`src/rtl/echo_pkg.sv`:
```
package echo_pkg;
  typedef enum logic [1:0] {
    CHK_OFF  = 2'b00,
    CHK_RISE = 2'b01,
    CHK_FALL = 2'b10,
    CHK_RSVD = 2'b11
  } chk_mode_e;

  typedef enum logic [1:0] {
    PAR_NONE = 2'd0,
    PAR_EVEN = 2'd1,
    PAR_ODD  = 2'd2
  } par_e;

  typedef enum logic [2:0] {
    RX_IDLE, RX_START, RX_DATA, RX_PAR, RX_STOP
  } rx_state_e;

  localparam int unsigned STAT_W  = 8;
  localparam int unsigned ERR_BIT = 3;
endpackage

```
`src/rtl/echo_rx.sv`:
```
module echo_rx
  import echo_pkg::*;
#(
  parameter int unsigned DATA_W = 8,
  parameter int unsigned OSR    = 16,
  parameter par_e        PARITY = PAR_EVEN
) (
  input  logic              clk_i,
  input  logic              rst_ni,
  input  logic              clr_i,
  input  logic              tick_i,
  input  logic              line_i,
  output logic              done_o,
  output logic [DATA_W-1:0] data_o,
  output logic              par_err_o,
  output logic              frm_err_o
);
  localparam int unsigned CNT_W   = (OSR > 1) ? $clog2(OSR) : 1;
  localparam int unsigned BIT_W   = (DATA_W > 1) ? $clog2(DATA_W) : 1;
  localparam logic [CNT_W-1:0] MID  = CNT_W'(OSR / 2 - 1);
  localparam logic [CNT_W-1:0] LAST = CNT_W'(OSR - 1);
  localparam logic [BIT_W-1:0] TOP  = BIT_W'(DATA_W - 1);
  localparam bit   HAS_PAR = (PARITY != PAR_NONE);

  rx_state_e         state_q;
  logic [CNT_W-1:0]  cnt_q;
  logic [BIT_W-1:0]  bit_q;
  logic [DATA_W-1:0] shreg_q;
  logic [1:0]        sync_q;
  logic              line;
  logic              par_bad_q, frm_q, done_q;
  logic              exp_par;

  generate
    if (PARITY == PAR_ODD) begin : g_odd
      assign exp_par = ~^shreg_q;
    end else begin : g_even
      assign exp_par = ^shreg_q;
    end
  endgenerate

  always_ff @(posedge clk_i or negedge rst_ni) begin
    if (!rst_ni) sync_q <= 2'b11;
    else         sync_q <= {sync_q[0], line_i};
  end
  assign line = sync_q[1];

  always_ff @(posedge clk_i or negedge rst_ni) begin
    if (!rst_ni) begin
      state_q   <= RX_IDLE;
      cnt_q     <= '0;
      bit_q     <= '0;
      shreg_q   <= '0;
      par_bad_q <= 1'b0;
      frm_q     <= 1'b0;
      done_q    <= 1'b0;
    end else begin
      done_q <= 1'b0;
      if (clr_i) begin
        state_q <= RX_IDLE;
        cnt_q   <= '0;
      end else if (tick_i) begin
        unique case (state_q)
          RX_IDLE: if (!line) begin
            state_q <= RX_START;
            cnt_q   <= '0;
          end
          RX_START: begin
            if (cnt_q == MID) begin
              cnt_q     <= '0;
              bit_q     <= '0;
              par_bad_q <= 1'b0;
              state_q   <= line ? RX_IDLE : RX_DATA; // false start filter
            end else cnt_q <= cnt_q + 1'b1;
          end
          RX_DATA: begin
            if (cnt_q == LAST) begin
              cnt_q   <= '0;
              shreg_q <= {line, shreg_q[DATA_W-1:1]};
              if (bit_q == TOP) state_q <= HAS_PAR ? RX_PAR : RX_STOP;
              else              bit_q   <= bit_q + 1'b1;
            end else cnt_q <= cnt_q + 1'b1;
          end
          RX_PAR: begin
            if (cnt_q == LAST) begin
              cnt_q     <= '0;
              par_bad_q <= line ^ exp_par;
              state_q   <= RX_STOP;
            end else cnt_q <= cnt_q + 1'b1;
          end
          RX_STOP: begin
            if (cnt_q == LAST) begin
              cnt_q   <= '0;
              frm_q   <= ~line;
              done_q  <= 1'b1;
              state_q <= RX_IDLE;
            end else cnt_q <= cnt_q + 1'b1;
          end
          default: state_q <= RX_IDLE;
        endcase
      end
    end
  end

  assign done_o    = done_q;
  assign data_o    = shreg_q;
  assign par_err_o = par_bad_q;
  assign frm_err_o = frm_q;

  // one completion per frame
  a_r3_done_pulse: assert property (@(posedge clk_i) disable iff (!rst_ni)
    done_o |=> !done_o);
  a_r1_clr_idle: assert property (@(posedge clk_i) disable iff (!rst_ni)
    clr_i |=> (state_q == RX_IDLE));
endmodule

```
`config.mk`:
```
export PLATFORM = sky130hd
export DESIGN_NAME = echo_rx
export DESIGN_NICKNAME = d
export VERILOG_FILES = /design/src/rtl/echo_pkg.sv /design/src/rtl/echo_rx.sv
export SDC_FILE = /design/constraint.sdc
export NUM_CORES = 1
export LEC_CHECK = 0
export BUFFER_PORTS_ARGS = -buffer_cell sky130_fd_sc_hd__buf_4
export CAP_MARGIN = 25
export CORE_ASPECT_RATIO = 0.7
export CORE_MARGIN = 2
export CORE_UTILIZATION = 55
export DETAILED_ROUTE_END_ITERATION = 12
export PLACE_DENSITY = 0.76
export SYNTH_ARGS = -nofsm -noshare
export SYNTH_HDL_FRONTEND = slang
export SYNTH_SLANG_ARGS = --single-unit
```
`constraint.sdc`:
```
create_clock -name clk_i -period 2.1 [get_ports clk_i]
set_input_delay 0.105 -clock clk_i [delete_from_list [all_inputs] [get_ports clk_i]]
set_output_delay 0.105 -clock clk_i [all_outputs]
set_load 0.02 [all_outputs]
```
==> flow_summary_export.csv, run 1 <==
group,metric,value,unit
sta,fmaxAchievable,547,MHz
setup_path,cp-start-kind,"flip-flop",
setup_path,path_max_fanout,3,
sta,rsz0062_at_grt,"no",
pwr,peakVddDrop,0.000491,V
grt,grt_max_degree,24,
sta,maxSlewViolCount,0,
cells_and_area,finalNetCount,146,
grt,globalRouteOverflowTotal,0,
cts,clk_latency,0.31,ns
route,finalWirelength,2.57,mm
synth,synth_ff_type,"dfrtp_1",
synth,ys_types,47,
sta,period_share,87.1,%
grt,antenna_found_initial,0,
cts,cts_made_buffers,3,
route,first_pass_iters,4,
die,io-pin-count,16,
die,fp.dieH,45.5,um
synth,ys_seq_area_share,42.7,%
synth,netlist_area,1350,um2
place,pre_cts_slack,0.274,ns
route,drt_iter0_markers,68,
sta,skew,0.00928,ns
synth,synth_nets,126,
die,coreArea,2240,um2
die,initial_core_util,60.4,%
route,dr_total_vias,977,
setup_path,path_class,"flip-flop to flip-flop",
min_path,hold_class,"primary input to flip-flop",
sta,worst_slack,0.271,ns
cells_and_area,regArea,578,um2
synth,yosys_warnings,0,
cells_and_area,area_growth,14.0,%
synth,yosysTopAreaCell,"dfrtp_1",
grt,grt_first_pass_wirelength,4.42,mm
setup_path,cp.arrival,2.03,ns
die,num_rows,14,
die,die_area,2880,um2
place,gp_congestion,0.891,
pwr,power_density,529,nW/um2
synth,ys_ff_latch,23,
cts,clk_pin_slew,0.13,ns
grt,grt_pass1_vias,947,
cells_and_area,multi_input_area,718,um2
sta,maxSlewHeadroom,72.4,%
route,wire_per_inst,15.2,um
synth,avgSynthCellArea,11.5,um2
pwr,p_leak,0.716,nW
cts,h-tree-depth,1,
setup_path,r2r_cells,6,
sta,period_needed,1.83,ns
place,hpwl,1.94,mm
route,postRouteAntennaNets,0,
setup_path,critPathCaptureType,"flip-flop",
sta,setup_violations,0,
flow_run,drv_cap,0,
cells_and_area,diodes,0,
sta,fin_setup_tns,0,ns
cts,cts_resized,0,
route,viasPerCell,5.78,
synth,synth-async-reset-ratio,100,%
setup_path,critical_path_required,2.30,ns
sta,finalHoldViolations,0,
grt,grt_use_total,20.3,%
cts,cts_root_buffer,"clkbuf_4",
place,io_buffers,15,
die,dieWidth,63.3,um
cells_and_area,drive_gt1_share,27.7,%
synth,synth_edf_count,0,
synth,synth_common_cells,"dfrtp_1 (21), mux2_1 (8), nand2_1 (6)",
outcome,status,"completed",
cts,clockBufferDepth,2,
synth,syn_inst,118,
sta,worst_slew_pin_slew,0.415,ns
synth,yosysTopAreaCellShare,38.8,%
synth,synthTopCellsByArea,"dfrtp_1 (39%), mux2_1 (6.7%), dfstp_2 (3.9%), xnor2_1 (3.2%), a31oi_4 (3.1%)",
min_path,hold-path-cell-count,2,
cells_and_area,fillers,188,
cts,cts_sinks,23,
synth,synth_most_common_cell,"dfrtp_1",
route,drcViolationCount,0,
cts,cts_tree,"done",
[through the flow]
step / area [um2] / power (mW) / cells / utilization [%] / hold WS, ns
final: 1540 / 0.816 / 169 / 68.9 / 0.0265
after global routing: 1540 / 0.859 / 169 / 68.9 / 0.0315
after CTS: 1540 / 0.827 / 169 / 68.9 / 0.0209
after detailed placement: 1500 / 0.617 / 163 / 66.8 / 0.0140
after global placement: 1500 / 0.613 / 163 / 66.8 / 0.0104
after floorplan: 1350 / 0.577 / 118 / - / -0.191
[metal layers]
metal  track usage (%)  up-vias  wire (um)
met1              29.2      462       1280
met4              3.91        0         13
met3              4.46        2        157
li1                  -      476          -
met5                 0        -          0
met2              32.6       37       1120
[cell families (layout without fill, tap and decap cells)]
logic type	Yosys count	after routing	share of synthesized area, %
AOI/OAI and AO/OA	28	28	17.6
adders and majority gates	3	3	2.77
muxes	12	12	9.70
xor gates and xnor gates	8	8	6.19
DFF	23	23	42.7
buffers and inverters	11	30	4.25
and+or+nand+nor	33	33	16.8
[registers in the layout, indices dropped and copies added (netlist names)]
register	count
done_o	1
par_err_o	1
cnt_q	4
state_q	3
bit_q	3
sync_q	2
frm_err_o	1
data_o	8
[worst max-delay path: stages, from the launching register on]
cell and delay (ns):
dfrtp_1 0.42, ha_1 0.21, ha_1 0.19, nor3b_1 0.18, a21oi_1 0.10, nor3_2 0.28
mux2_1 0.36
[where the power goes]
group | internal (mW) | total [mW] | leakage (nW) | switching, mW
Combinational | 0.0619 | 0.138 | 0.405 | 0.0757
Sequential | 0.455 | 0.476 | 0.297 | 0.0204
Clock | 0.0742 | 0.203 | 0.0150 | 0.129
Total | 0.591 | 0.816 | 0.716 | 0.225
[cells in the final DEF, fill, tap and decap left out, types with 3 or more instances in the layout]
cell,count
o21ai_1,5
buf_4,19
a21oi_1,5
clkbuf_4,3
o31ai_1,4
dfrtp_1,21
inv_1,5
mux2i_1,3
nor2_1,3
xnor2_1,5
nand4_1,4
mux2_1,8
nand2_1,6
ha_1,3
nor2b_1,3
[path summary, 6_finish.rpt]
path | from | endpoint | slack [ns]
setup / recovery | bit_q[0] | bit_q[0] | 0.27
max in group asynchronous | rst_ni | sync_q[1] | 1.61
setup reg to reg | bit_q[0] | bit_q[0] | 0.27
hold / removal | clr_i | state_q[0] | 0.03
min in group asynchronous | rst_ni | par_err_o | 0.21
hold reg to reg | sync_q[0] | sync_q[1] | 0.37
[timing repair]
action                                 4_1_cts  5_1_grt
buffers inserted                             0        0
endpoints found under the hold margin       24        0
hold buffers                                 2        0
[layout make-up]
type | count | area share, %
sequential | 23 | 37.4
multi-input combinational | 84 | 46.5
clock buffer | 4 | 1.70
tap | 32 | 2.59
timing repair buffer | 21 | 10.5
inverter | 5 | 1.22
No activity file was read; power rests on OpenSTA's default activity.
==> run 2: changes to the inputs <==
--- a/config.mk
+++ b/config.mk
@@ -11,6 +11,7 @@
 export CORE_MARGIN = 2
 export CORE_UTILIZATION = 55
 export DETAILED_ROUTE_END_ITERATION = 12
+export MAX_ROUTING_LAYER = met4
 export PLACE_DENSITY = 0.76
 export SYNTH_ARGS = -nofsm -noshare
 export SYNTH_HDL_FRONTEND = slang
==> run 2 against run 1 <==
Clock-buffer cell count is the same. Die area is the same. Global-route usage grew 0.66 points. Total power grew 0.13%. Cell count is the same. Largest cell class unchanged. Highest routed layer unchanged.
==> flow_summary_export.csv, run 2 (synthesis gave the netlist of run 1 again) <==
group,metric,value,unit
cells_and_area,diodes,0,
pwr,combPwrFrac,16.8,%
setup_path,critPathCaptureType,"flip-flop",
cts,clk_pin_slew,0.13,ns
die,fp.dieH,45.5,um
cells_and_area,final_cell_mix,"dfrtp_1 (21), buf_4 (19), mux2_1 (8), nand2_1 (6)",
sta,maxSlewHeadroom,72.8,%
grt,grt_max_degree,24,
grt,grt_use_total,20.9,%
sta,setup_violations,0,
sta,maxSlewViolCount,0,
cells_and_area,area_growth,14.0,%
die,initial_core_util,60.4,%
cts,cts_sinks,23,
place,pre_cts_slack,0.274,ns
setup_path,crit_top_cell,"ha_1",
route,finalWirelength,2.57,mm
sta,holdWs,0.0287,ns
cells_and_area,multi_input_area,718,um2
setup_path,critical_path_required,2.30,ns
setup_path,path_max_fanout,3,
sta,fin_setup_tns,0,ns
cells_and_area,fillers,188,
sta,period_needed,1.83,ns
cells_and_area,finalNetCount,146,
min_path,hold_class,"primary input to flip-flop",
grt,grt_pass1_vias,945,
sta,worst_slew_pin_slew,0.408,ns
route,highest_layer,"met4",
cts,clockBufferDepth,2,
pwr,internal-power,0.591,mW
grt,globalRouteOverflowTotal,0,
setup_path,crit_path_top_delay_cell,"dfrtp_1",
sta,finalHoldViolations,0,
route,drcViolationCount,0,
route,met1_length,1.27,mm
route,wire_per_inst,15.2,um
setup_path,slowest_delay,0.42,ns
route,dr_total_vias,979,
place,dpl.cell_count,163,
die,die_area,2880,um2
sta,worst_slack,0.268,ns
grt,antenna_found_initial,0,
die,io-pin-count,16,
pwr,pwr-share-clk,25.0,%
cells_and_area,drive_gt1_share,27.7,%
die,dieWidth,63.3,um
pwr,p_switching,0.226,mW
sta,fmaxAchievable,546,MHz
die,coreArea,2240,um2
cells_and_area,largest_reg_flops,8,
die,num_rows,14,
cts,h-tree-depth,1,
route,wl_met2,1.12,mm
outcome,status,"completed",
place,io_buffers,15,
place,hpwl,1.94,mm
pwr,p_leak,0.716,nW
cells_and_area,final_cell_area,1540,um2
cts,cts_root_buffer,"clkbuf_4",
cts,cts_setup_buffers,0,
setup_path,path_class,"flip-flop to flip-flop",
route,first_pass_iters,4,
pwr,peakVddDrop,0.000491,V
sta,skew,0.0125,ns
pwr,power_density,529,nW/um2
cells_and_area,regArea,578,um2
route,postRouteAntennaNets,0,
setup_path,cp-start-kind,"flip-flop",
pwr,power_switching_share,27.6,%
place,gp_congestion,0.906,
place,placed_area,1500,um2
route,viasPerCell,5.79,
route,wl_met3,165,um
flow_run,drv_cap,0,
cells_and_area,instances_no_fill,169,
setup_path,cp_cell_sequence,"ha_1 -> ha_1 -> nor3b_1 -> a21oi_1 -> nor3_2 -> mux2_1",
sta,period_share,87.2,%
cells_and_area,final_common_cell,"dfrtp_1",
cts,clk_latency,0.31,ns
route,drt_iter0_markers,68,
cts,cts_made_buffers,3,
cts,cts_tree,"done",
grt,grt_first_pass_wirelength,4.43,mm
setup_path,cp.arrival,2.03,ns
pwr,seqPwrFrac,58.2,%
sta,rsz0062_at_grt,"no",
## run 2: power by group through the flow
| stage | combinational, mW | clock, mW | sequential (mW) |
|---|---|---|---|
| after floorplan | 0.105 | 0 | 0.472 |
| after global placement | 0.131 | 0 | 0.482 |
| after detailed placement | 0.134 | 0 | 0.483 |
| after CTS | 0.137 | 0.215 | 0.475 |
| after global routing | 0.153 | 0.228 | 0.478 |
| final | 0.137 | 0.204 | 0.476 |
## run 2: final timing paths
check,slack (ns),depth (start not counted),startpoint,to
worst max-delay path,0.27,6,bit_q[0],bit_q[0]
worst min-delay path,0.03,2,clr_i,state_q[2]
worst max register to register,0.27,6,bit_q[0],bit_q[0]
worst min register to register,0.37,0,sync_q[0],sync_q[1]
max in group asynchronous,1.61,2,rst_ni,sync_q[1]
min in group asynchronous,0.20,2,rst_ni,par_err_o
## run 2: layout make-up
type,instances,share of cell area [%]
multi-input cells,84,46.5
inverters,5,1.22
flip-flops and latches,23,37.4
clock buffers,4,1.70
well taps,32,2.59
repair buffers,21,10.5
## run 2: worst max-delay path: cells and delay by family (launching register included)
kind                       cells  cell delay, ns
muxes                          1            0.36
and+or+nand+nor                2            0.46
DFF                            1            0.42
AOI/OAI and AO/OA              1            0.10
adders and majority gates      2            0.40
## run 2: stage by stage
step / utilization, % / power (mW)
after detailed placement: 66.8 / 0.617
final: 68.9 / 0.817
after global placement: 66.8 / 0.613
after global routing: 68.9 / 0.859
after CTS: 68.9 / 0.827
after floorplan: - / 0.577
## run 2: repair_timing
action | CTS | global route
setup endpoints to repair | 0 | 0
resized for setup | 0 | 0
hold buffers | 2 | 0
endpoints found under the hold margin | 24 | 0
## run 2: metal layers
layer | track usage, % | vias to the layer above
met5 | - | -
met2 | 32.6 | 39
met3 | 4.46 | 2
met1 | 29.2 | 465
li1 | - | 473
met4 | 3.91 | 0
